**src/rtl/acc_cpu_pkg.sv**
```systemverilog
// Package: shared types for the accumulator processor core.
// Holds the opcode encoding, the control-state encoding, the ALU
// selector and the bundle of datapath strobes issued by the controller.
package acc_cpu_pkg;

    localparam int OPC_W = 4;

    typedef enum logic [OPC_W-1:0] {
        OP_HLT = 4'd0,
        OP_ADD = 4'd1,
        OP_SUB = 4'd2,
        OP_STA = 4'd3,
        OP_LDA = 4'd5,
        OP_BRA = 4'd6,
        OP_BRZ = 4'd7,
        OP_BRP = 4'd8
    } opcode_t;

    typedef enum logic [3:0] {
        ST_F_ADDR,
        ST_F_READ,
        ST_F_CAPT,
        ST_F_LOAD,
        ST_DECODE,
        ST_X_READ,
        ST_X_CAPT,
        ST_X_ALU,
        ST_X_WRITE,
        ST_HALT
    } state_t;

    typedef enum logic [1:0] {
        ALU_PASS,
        ALU_ADD,
        ALU_SUB
    } alu_sel_t;

    typedef struct packed {
        logic mar_from_pc;
        logic mar_from_cir;
        logic mdr_from_mem;
        logic mdr_from_acc;
        logic cir_from_mdr;
        logic pc_inc;
        logic pc_load;
        logic acc_load;
        logic mem_rd;
        logic mem_wr;
    } ctrl_t;

endpackage

```
**src/rtl/acc_cpu_alu.sv**
```systemverilog
// Module: acc_cpu_alu
// Combinational arithmetic unit. It combines the accumulator (a) with
// the memory data register (b), or passes b through. It also derives
// the zero and sign flags of the accumulator for jump decisions.
// Assumes two's complement words of DATA_W bits; overflow wraps.
module acc_cpu_alu
    import acc_cpu_pkg::*;
#(
    parameter int DATA_W = 12
) (
    input  logic [DATA_W-1:0] a,
    input  logic [DATA_W-1:0] b,
    input  alu_sel_t          sel,
    output logic [DATA_W-1:0] y,
    output logic              a_zero,
    output logic              a_neg
);

    // Result select: add, subtract or pass the memory operand.
    always_comb begin
        case (sel)
            ALU_ADD: y = a + b;
            ALU_SUB: y = a - b;
            default: y = b;
        endcase
    end

    // Flags of the accumulator used by the conditional jumps.
    always_comb begin
        a_zero = (a == '0);
        a_neg  = a[DATA_W-1];
    end

endmodule

```
**src/rtl/acc_cpu_ctrl.sv**
```systemverilog
// Module: acc_cpu_ctrl
// Control unit. A state machine with one state per fetch, decode and
// execute step. Each state issues the strobes that move one value
// between registers or across the shared memory port.
// Assumes memory read data is valid in the cycle after mem_rd.
module acc_cpu_ctrl
    import acc_cpu_pkg::*;
(
    input  logic     clk,
    input  logic     rst_n,
    input  opcode_t  opcode,
    input  logic     acc_zero,
    input  logic     acc_neg,
    output ctrl_t    ctl,
    output alu_sel_t alu_sel,
    output logic     halted
);

    state_t state;
    state_t state_nx;

    // State register with synchronous active-low reset.
    always_ff @(posedge clk) begin
        if (!rst_n) state <= ST_F_ADDR;
        else        state <= state_nx;
    end

    // Strobe and next-state decode for the current step.
    always_comb begin
        ctl      = '0;
        alu_sel  = ALU_PASS;
        state_nx = state;
        case (state)
            ST_F_ADDR: begin
                ctl.mar_from_pc = 1'b1;
                state_nx        = ST_F_READ;
            end
            ST_F_READ: begin
                ctl.mem_rd = 1'b1;
                state_nx   = ST_F_CAPT;
            end
            ST_F_CAPT: begin
                ctl.mdr_from_mem = 1'b1;
                state_nx         = ST_F_LOAD;
            end
            ST_F_LOAD: begin
                ctl.cir_from_mdr = 1'b1;
                ctl.pc_inc       = 1'b1;
                state_nx         = ST_DECODE;
            end
            ST_DECODE: begin
                state_nx = ST_F_ADDR;
                case (opcode)
                    OP_HLT: state_nx = ST_HALT;
                    OP_ADD, OP_SUB, OP_LDA: begin
                        ctl.mar_from_cir = 1'b1;
                        state_nx         = ST_X_READ;
                    end
                    OP_STA: begin
                        ctl.mar_from_cir = 1'b1;
                        ctl.mdr_from_acc = 1'b1;
                        state_nx         = ST_X_WRITE;
                    end
                    OP_BRA: ctl.pc_load = 1'b1;
                    OP_BRZ: ctl.pc_load = acc_zero;
                    OP_BRP: ctl.pc_load = !acc_neg;
                    default: ;
                endcase
            end
            ST_X_READ: begin
                ctl.mem_rd = 1'b1;
                state_nx   = ST_X_CAPT;
            end
            ST_X_CAPT: begin
                ctl.mdr_from_mem = 1'b1;
                state_nx         = ST_X_ALU;
            end
            ST_X_ALU: begin
                ctl.acc_load = 1'b1;
                case (opcode)
                    OP_ADD:  alu_sel = ALU_ADD;
                    OP_SUB:  alu_sel = ALU_SUB;
                    default: alu_sel = ALU_PASS;
                endcase
                state_nx = ST_F_ADDR;
            end
            ST_X_WRITE: begin
                ctl.mem_wr = 1'b1;
                state_nx   = ST_F_ADDR;
            end
            ST_HALT: state_nx = ST_HALT;
            default: state_nx = ST_F_ADDR;
        endcase
    end

    // Halt indication for the outside world.
    always_comb halted = (state == ST_HALT);

endmodule

```
**src/rtl/acc_cpu_datapath.sv**
```systemverilog
// Module: acc_cpu_datapath
// Named registers of the core: program counter, memory address
// register, memory data register, instruction register and
// accumulator. Each register moves only on a controller strobe.
// Assumes the controller never raises two sources of one register
// in the same cycle.
module acc_cpu_datapath
    import acc_cpu_pkg::*;
#(
    parameter int ADDR_W = 8,
    parameter int DATA_W = 12
) (
    input  logic              clk,
    input  logic              rst_n,
    input  ctrl_t             ctl,
    input  logic [DATA_W-1:0] mem_rdata,
    input  logic [DATA_W-1:0] alu_y,
    output logic [ADDR_W-1:0] mar_q,
    output logic [DATA_W-1:0] mdr_q,
    output logic [DATA_W-1:0] acc_q,
    output opcode_t           opcode
);

    logic [ADDR_W-1:0] pc_q;
    logic [DATA_W-1:0] cir_q;
    logic [ADDR_W-1:0] cir_addr;

    // Split the instruction into its address and opcode fields.
    always_comb begin
        cir_addr = cir_q[ADDR_W-1:0];
        opcode   = opcode_t'(cir_q[DATA_W-1 -: OPC_W]);
    end

    // Program counter: jump target load or step by one.
    always_ff @(posedge clk) begin
        if (!rst_n)           pc_q <= '0;
        else if (ctl.pc_load) pc_q <= cir_addr;
        else if (ctl.pc_inc)  pc_q <= pc_q + 1'b1;
    end

    // Memory address register: from PC for fetch, from operand for execute.
    always_ff @(posedge clk) begin
        if (!rst_n)                mar_q <= '0;
        else if (ctl.mar_from_pc)  mar_q <= pc_q;
        else if (ctl.mar_from_cir) mar_q <= cir_addr;
    end

    // Memory data register: capture read data or stage store data.
    always_ff @(posedge clk) begin
        if (!rst_n)                mdr_q <= '0;
        else if (ctl.mdr_from_mem) mdr_q <= mem_rdata;
        else if (ctl.mdr_from_acc) mdr_q <= acc_q;
    end

    // Instruction register: loaded from the memory data register.
    always_ff @(posedge clk) begin
        if (!rst_n)                cir_q <= '0;
        else if (ctl.cir_from_mdr) cir_q <= mdr_q;
    end

    // Accumulator: written with the ALU result.
    always_ff @(posedge clk) begin
        if (!rst_n)            acc_q <= '0;
        else if (ctl.acc_load) acc_q <= alu_y;
    end

endmodule

```
**src/rtl/acc_cpu_core.sv**
```systemverilog
// Module: acc_cpu_core
// Top of the accumulator processor. Connects the control unit, the
// register datapath and the ALU to one shared instruction/data port.
// Assumes a synchronous memory that returns read data one clock
// after mem_rd. Only one access is made per cycle.
module acc_cpu_core
    import acc_cpu_pkg::*;
#(
    parameter int ADDR_W = 8,
    localparam int DATA_W = OPC_W + ADDR_W
) (
    input  logic              clk,
    input  logic              rst_n,
    output logic [ADDR_W-1:0] mem_addr,
    output logic              mem_rd,
    output logic              mem_wr,
    output logic [DATA_W-1:0] mem_wdata,
    input  logic [DATA_W-1:0] mem_rdata,
    output logic [DATA_W-1:0] acc_value,
    output logic              halted
);

    ctrl_t             ctl;
    alu_sel_t          alu_sel;
    opcode_t           opcode;
    logic              acc_zero;
    logic              acc_neg;
    logic [DATA_W-1:0] alu_y;
    logic [DATA_W-1:0] mdr_q;
    logic [DATA_W-1:0] acc_q;
    logic [ADDR_W-1:0] mar_q;

    acc_cpu_ctrl u_ctrl (
        .clk      (clk),
        .rst_n    (rst_n),
        .opcode   (opcode),
        .acc_zero (acc_zero),
        .acc_neg  (acc_neg),
        .ctl      (ctl),
        .alu_sel  (alu_sel),
        .halted   (halted)
    );

    acc_cpu_datapath #(
        .ADDR_W (ADDR_W),
        .DATA_W (DATA_W)
    ) u_dp (
        .clk       (clk),
        .rst_n     (rst_n),
        .ctl       (ctl),
        .mem_rdata (mem_rdata),
        .alu_y     (alu_y),
        .mar_q     (mar_q),
        .mdr_q     (mdr_q),
        .acc_q     (acc_q),
        .opcode    (opcode)
    );

    acc_cpu_alu #(
        .DATA_W (DATA_W)
    ) u_alu (
        .a      (acc_q),
        .b      (mdr_q),
        .sel    (alu_sel),
        .y      (alu_y),
        .a_zero (acc_zero),
        .a_neg  (acc_neg)
    );

    // Memory port driven straight from the address and data registers.
    always_comb begin
        mem_addr  = mar_q;
        mem_wdata = mdr_q;
        mem_rd    = ctl.mem_rd;
        mem_wr    = ctl.mem_wr;
        acc_value = acc_q;
    end

endmodule

```
**config.mk**
```make
export PLATFORM = sky130hd
export DESIGN_NAME = acc_cpu_core
export DESIGN_NICKNAME = d
export VERILOG_FILES = /design/src/rtl/acc_cpu_pkg.sv /design/src/rtl/acc_cpu_alu.sv /design/src/rtl/acc_cpu_ctrl.sv /design/src/rtl/acc_cpu_datapath.sv /design/src/rtl/acc_cpu_core.sv
export SDC_FILE = /design/constraint.sdc
export NUM_CORES = 1
export LEC_CHECK = 0
export CAP_MARGIN = 15
export CORE_MARGIN = 4
export CORE_UTILIZATION = 55
export DETAILED_ROUTE_END_ITERATION = 12
export PLACE_DENSITY = 0.82
export SLEW_MARGIN = 10
export SYNTH_ARGS = -nofsm -noshare
export SYNTH_HDL_FRONTEND = slang
export SYNTH_SLANG_ARGS = --single-unit
export TNS_END_PERCENT = 10
```
**constraint.sdc**
```tcl
create_clock -name clk -period 4.7 [get_ports clk]
set_clock_uncertainty 0.2 [all_clocks]
set_input_delay 0.94 -clock clk [delete_from_list [all_inputs] [get_ports clk]]
set_output_delay 0.94 -clock clk [all_outputs]
set_load 0.05 [all_outputs]
```
==> results of run 1 <==
## layer usage
metal  up-vias  part of all wire [%]  global-route usage, %
met2        70                    47                   37.4
met4         0                   1.0                   5.61
li1       1543                     -                      -
met3        10                   4.5                   3.36
met5         -                     0                      0
met1      1468                    47                   31.8
## cells in the final DEF, fill, tap and decap left out, types with 2 or more instances in the layout
| cell type | n |
|---|---|
| nor2b_1 | 3 |
| o211a_1 | 3 |
| clkdlybuf4s50_1 | 48 |
| xor2_1 | 6 |
| o21ai_0 | 12 |
| o211ai_1 | 8 |
| o22ai_1 | 4 |
| nor2_1 | 45 |
| a21o_1 | 5 |
| o21bai_1 | 2 |
| a211oi_1 | 25 |
| nor4_2 | 2 |
| mux2i_1 | 20 |
| xnor2_1 | 19 |
| nor3_1 | 5 |
| nor4_1 | 5 |
| clkbuf_8 | 5 |
| dfxtp_1 | 56 |
| ha_1 | 14 |
| inv_1 | 14 |
| or3b_1 | 2 |
| a21oi_1 | 40 |
| nand4_1 | 4 |
| nand3_1 | 5 |
| nand3b_1 | 3 |
| nand2_1 | 47 |
| a31oi_1 | 5 |
| and3_1 | 7 |
| clkinvlp_4 | 2 |
| o21a_1 | 2 |
| buf_4 | 3 |
| nor3b_1 | 2 |
## worst max-delay path by stage
stage,from,endpoint,slack [ns],cells past startpoint
floorplan,u_ctrl.state[1],u_dp.acc_q[11],0.83,16
global placement,u_ctrl.state[1],u_dp.acc_q[11],0.87,12
detailed placement,u_ctrl.state[1],u_dp.acc_q[11],0.63,12
CTS,u_ctrl.state[1],u_dp.acc_q[11],0.61,12
global route,u_ctrl.state[1],u_dp.acc_q[11],0.21,12
finish,u_ctrl.state[1],u_dp.acc_q[11],0.56,12
## synth_stat cells, drive strengths merged
cell type	instances	area share, %
nand3	5	0.75
or3b	2	0.52
a2111oi	1	0.26
o21a	2	0.45
a221oi	1	0.26
nand4	4	0.75
a21oi	40	6.0
nor2	45	5.0
nor3	6	1.0
xor2	6	1.6
mux2i	20	6.0
xnor2	19	5.0
a221o	1	0.30
nor4b	1	0.26
ha	14	5.2
nand3b	3	0.67
dfxtp	56	33
nand2b	1	0.19
nand4b	1	0.26
buf	13	3.0
clkbuf	18	2.0
nor3b	2	0.45
a21o	5	1.1
or2	1	0.19
o22ai	4	0.75
a31oi	5	0.93
nand2	47	5.3
o2111a	1	0.34
a41oi	1	0.26
a311oi	1	0.26
inv	15	1.7
o21bai	2	0.45
o21ai	12	1.8
or4	2	0.56
fa	1	0.60
a211oi	25	5.6
and3	7	1.3
o211a	3	0.89
nor4	7	1.5
a311o	1	0.30
o32a	1	0.30
nor2b	3	0.56
o211ai	8	1.8
and2	1	0.19
or3	1	0.19
## critical path: cells and delay by family (launching register included)
kind	cells	cell delay [ns]
fa+ha+maj	2	0.73
xor+xnor	1	0.16
flops	1	0.57
compound gates	4	0.89
simple gates	4	1.11
mux	1	0.37
## stage by stage
step | setup WS [ns] | hold slack [ns]
after global placement | 0.870 | 0.244
after CTS | 0.610 | 0.270
final | 0.564 | 0.265
after detailed placement | 0.632 | 0.254
after global routing | 0.212 | 0.303
after floorplan | 0.828 | 0.236
## power by group
group	internal [mW]	switching (mW)
Clock	0.106	0.175
Combinational	0.443	0.636
Sequential	0.534	0.0942
## sequential cells by signal, summed over array words and instances (netlist names)
register      cells
u_ctrl.state      4
u_dp.acc_q       12
u_dp.cir_q       12
u_dp.mar_q        8
u_dp.mdr_q       12
u_dp.pc_q         8
## cells by family after synthesis
group,Yosys count,share of synthesized area [%]
simple gates,139,19.6
fa+ha+maj,15,5.81
xor+xnor,25,6.52
mux,20,5.96
compound gates,114,22.0
flops,56,33.4
buf+inv,46,6.67
## area by class of cell
class	instances	area (sq um)	area share (%)
clock inverters	3	23.8	0.612
clock buffers	5	68.8	1.77
multi-input cells	313	2020	51.9
inverters	15	56.3	1.45
well taps	75	93.8	2.42
flip-flops and latches	56	1120	28.9
repair buffers	51	503	12.9
==> summary.md, run 1 <==
| Metric | Value |
|---|---|
| Die height | `around 86 um` |
| Final setup viols | `0` |
| DRC viols | `0` |
| WL/cell | `about 16 um` |
| Post-layout util | `65.6%` |
| Die W | `86.1 um` |
| Filler cells | `488` |
| DR pass1 iterations | `4` |
| Post-CTS sizing | `0` |
| I/O pin cnt | `between 40 and 50` |
| Pin count of the biggest net entering global routing | `32` |
| Initial drt markers | `265` |
| Fin crit share | `approximately 90%` |
| Synthesis-stage register bit count | `56` |
| CTS tree | `yes` |
| Sum Neg Setup Slack | `0 ns` |
| Reg2reg start | `u_ctrl.state[1]` |
| Hold buffer count at CTS | `0` |
| Total chip power | `between 1.5 and 2 mW` |
| Layout Cells excl Fill | `approximately 520` |
| Setup Buffers After CTS | `0` |
| Antenna-violating nets left | `0` |
| First-pass GRT wire length | `13,900 um` |
| Clock latency on the worst-skew pair | `~0.32 ns` |
| Outcome | `completed` |
| Bufs on Longest Clock Path | `2` |
| Reg-to-reg endpoint | `u_dp.acc_q[11]` |
| Full die area | `7420 sq um` |
| Hold_sp | `u_dp.cir_q[2]` |
| Kind of critical path | `reg -> reg` |
| Root Driver | `clkbuf_8` |
| Final Hold Viols | `0` |
| Hpwl dp | `roughly 5700 um` |
| Post-Route WL | `approximately 8200 um` |
| Vias in the first global route | `2,895` |
| Starting Density | `between 50 and 60%` |
| CTS Buf Count | `5` |
| Layout cells sized above 1 | `between 3 and 4%` |
| Via count | `3,091` |
| Placer congestion estimate | `0.878` |
| Power Density | `~500 nW/um^2` |
| Worst IR Drop VDD | `293 uV` |
| GRT Total Usage | `22.9%` |
| Final Critical Period | `between 4 and 5 ns` |
| Post-route cell area | `approximately 4000 sq um` |
| HP Class | `reg -> reg` |
| Syn-to-layout area delta | `15.7%` |
| Nets@finish | `~470` |
| Highest Clock Rate | `~240 MHz` |
| Synth Warn # | `0` |
| Core area | `between 5000 and 6000 sq um` |
| Hold-critical path endpoint | `u_dp.cir_q[2]` |
| CP Max Fanout | `11` |
| Relative slew margins | `40.9%` |
| Gr ovfl total | `0` |
| Synth Net Count | `approximately 440` |
| CP startpoint kind | `register` |
| CTS Sinks | `56` |
| Syn avg cell area | `8.09 sq um` |
| Total of max-cap violations | `0` |
| Worst reg2reg setup slack | `roughly 0.56 ns` |
| Required time of the critical path | `around 4.7 ns` |
| P_leak | `~1.4 nW` |
| Mapped cell area | `about 3400 sq um` |
| Slowest stage delay, CP | `about 0.57 ns` |
| Slowest CP cell | `dfxtp_1` |
| H-tree depth | `2` |
| WHS Path Cells | `2` |
| RSZ-0062 raised after global routing | `false` |
| Worst-path cell chain | `nor2b_1 > nand3_1 > nor4_1 > ha_1 > mux2i_1 > ha_1 > nor2b_1 > o2111a_1 > o21a_1 > a221oi_1 > xnor2_1 > a21oi_1` |
| DP Cell Count | `510` |
| Vias/cell | `roughly 6.0` |
| Worst Path Arrival | `4.16 ns` |
| Post-Syn Instances | `a little over 400` |
| Clock Pin Slew Worst Setup and Hold Paths | `0.11 ns` |
| Number of library cell types mapped by synthesis | `53` |
| Final slew viol count | `0` |
| Antenna violations before repair | `0` |
| Crit. End Element | `register` |
| I/O Buffers | `48` |
| Sequential-to-total area share from yosys stat | `33.4%` |
| Ant diodes | `0` |
| # rows | `28` |
| R2r worst-path depth | `12` |
| Worst slew pin tran | `0.886 ns` |
| Placed Area | `around 3800 sq um` |
(Power assumes the default switching activity.)
==> run 2, diff against run 1 <==
CORE_MARGIN = 2   (was 4)
PLACE_DENSITY = 0.81   (was 0.82)
==> run 2 against run 1 <==
Combinational power about the same. First-iteration DRC count down 14%. Global-route usage up 2.7 points. Core utilization up 0.15 points. Sequential share of layout area down 0.065 points. Fmax up 2.2%. Largest power group unchanged. Highest routed layer unchanged.
==> summary.md, run 2 (same netlist as run 1, synthesis figures left out) <==
| Metric | Value |
|---|---|
| Slowest CP cell | `dfxtp_1` |
| RSZ-0062 raised after global routing | `false` |
| Fin crit share | `a little under nine tenths` |
| Relative slew margins | `around two fifths` |
| Antenna violations before repair | `0` |
| Kind of critical path | `reg -> reg` |
| CTS tree | `yes` |
| Hpwl dp | `between 5000 and 6000 um` |
| Filler cells | `about 510` |
| Final Hold Viols | `0` |
| GRT Total Usage | `around 26%` |
| Post-layout util | `65.8%` |
| Highest Clock Rate | `~250 MHz` |
| Setup Buffers After CTS | `0` |
| Layout cells sized above 1 | `between 4 and 5%` |
| Worst slew pin tran | `between 0.8 and 0.9 ns` |
| CTS Buf Count | `5` |
| Worst-path cell chain | `nor2b_1 > nand3_1 > buf_4 > nor4_1 > ha_1 > mux2i_1 > ha_1 > nor2b_1 > o2111a_1 > o21a_1 > a221oi_1 > xnor2_1 > a21oi_1` |
| HP Class | `reg -> reg` |
| Total of max-cap violations | `0` |
| Vias/cell | `just over 6` |
| Worst IR Drop VDD | `between 300 and 400 uV` |
| WL/cell | `~16 um` |
| Commonest cells after routing, fill and taps aside | `dfxtp_1 (56), clkdlybuf4s50_1 (48), nand2_1 (47)` |
| Placer congestion estimate | `about 0.93` |
| Post-CTS sizing | `0` |
| Clock latency on the worst-skew pair | `0.32 ns` |
| Outcome | `completed` |
| Worst Path Arrival | `roughly 4 ns` |
| Ant diodes | `0` |
| CP startpoint kind | `register` |
| Crit path buf inv count | `1` |
| Slowest stage delay, CP | `0.57 ns` |
| Clock Pin Slew Worst Setup and Hold Paths | `0.11 ns` |
| Via count | `3,134` |
| Initial drt markers | `between 200 and 250` |
| Root Driver | `clkbuf_8` |
| Pin count of the biggest net entering global routing | `34` |
| CTS Sinks | `between 50 and 60` |
| Antenna-violating nets left | `0` |
| Core area | `approximately 5900 sq um` |
| Power Density | `between 500 and 600 nW/um^2` |
| Commonest non-fill, non-tap cell in the layout | `dfxtp_1` |
| Vias in the first global route | `about 2,800` |
| Minimum hold slack | `about 0.27 ns` |
| Worst Slack Setup Final | `~0.65 ns` |
| I/O Buffers | `48` |
| I/O pin cnt | `49` |
| Total chip power | `2.01 mW` |
| Post-Route WL | `about 8400 um` |
| Starting Density | `between 50% and 60%` |
| Final Critical Period | `4.05 ns` |
| Final setup viols | `0` |
| Die W | `approximately 80 um` |
| DRC viols | `0` |
| Full die area | `~6700 sq um` |
| Delay-heaviest family, CP | `compound AO/OA/AOI/OAI gates` |
| Sum Neg Setup Slack | `0 ns` |
| CP Max Fanout | `11` |
| P_leak | `roughly 1.4 nW` |
| # rows | `28` |
| First-pass GRT wire length | `13,400 um` |
| Bufs on Longest Clock Path | `2` |
| DR pass1 iterations | `5` |
| H-tree depth | `2` |
| Hold buffer count at CTS | `0` |
| Final slew viol count | `0` |
| Gr ovfl total | `0` |
| DP Worst Slack | `around 0.85 ns` |
| Syn-to-layout area delta | `16.0%` |
| Crit. End Element | `register` |
| Die height | `about 82 um` |
| Top Registers | `u_dp.acc_q: 12 flops, u_dp.cir_q: 12 flops, u_dp.mdr_q: 12 flops` |
| Nets@finish | `approximately 470` |
| Required time of the critical path | `approximately 4.7 ns` |
## run 2: cell count changes in the layout (fill, tap and decap cells not counted)
cell and delta:
inv_6 +2, buf_4 +1, clkinv_4 -1, clkinvlp_4 -1
## run 2: area by class of cell
class | count | area (sq um) | share of cell area [%]
tap | 75 | 93.8 | 2.41
clock inverter | 3 | 25.0 | 0.643
inverter | 15 | 56.3 | 1.45
clock buffer | 5 | 68.8 | 1.77
timing repair buffer | 52 | 510 | 13.1
multi-input combinational | 313 | 2020 | 51.8
sequential | 56 | 1120 | 28.8
## run 2: final timing paths
check | startpoint | to | slack, ns | depth (start not counted)
worst min register to register | u_dp.cir_q[6] | u_dp.cir_q[6] | 0.27 | 2
worst max-delay path | u_ctrl.state[1] | u_dp.acc_q[11] | 0.65 | 13
worst max register to register | u_ctrl.state[1] | u_dp.acc_q[11] | 0.65 | 13
worst min-delay path | u_dp.cir_q[6] | u_dp.cir_q[6] | 0.27 | 2
## run 2: stage by stage
step / instance area [sq um] / cells
6_report: 3890 / 519
2_1_floorplan: 3360 / 415
3_5_place_dp: 3800 / 511
5_1_grt: 3890 / 519
3_3_place_gp: 3800 / 511
4_1_cts: 3890 / 519
## run 2: worst register-to-register path, delay by kind of cell (launching register included)
family	cells	cell delay (ns)
AOI/OAI and AO/OA	4	0.97
and+or+nand+nor	4	0.76
adders and majority gates	2	0.71
DFF	1	0.57
muxes	1	0.34
buffers and inverters	1	0.20
xor gates and xnor gates	1	0.18
## run 2: power by group
| group | internal (mW) | switching, mW |
|---|---|---|
| Clock | 0.109 | 0.177 |
| Combinational | 0.445 | 0.649 |
| Sequential | 0.534 | 0.0939 |
| Total | 1.09 | 0.920 |
## run 2: metal layers
metal	share of wire, %	wire [um]	global-route usage (%)
met4	0.89	75	7.00
met5	0	0	0
met2	49	4150	42.5
met3	5.4	451	3.59
met1	44	3740	35.0
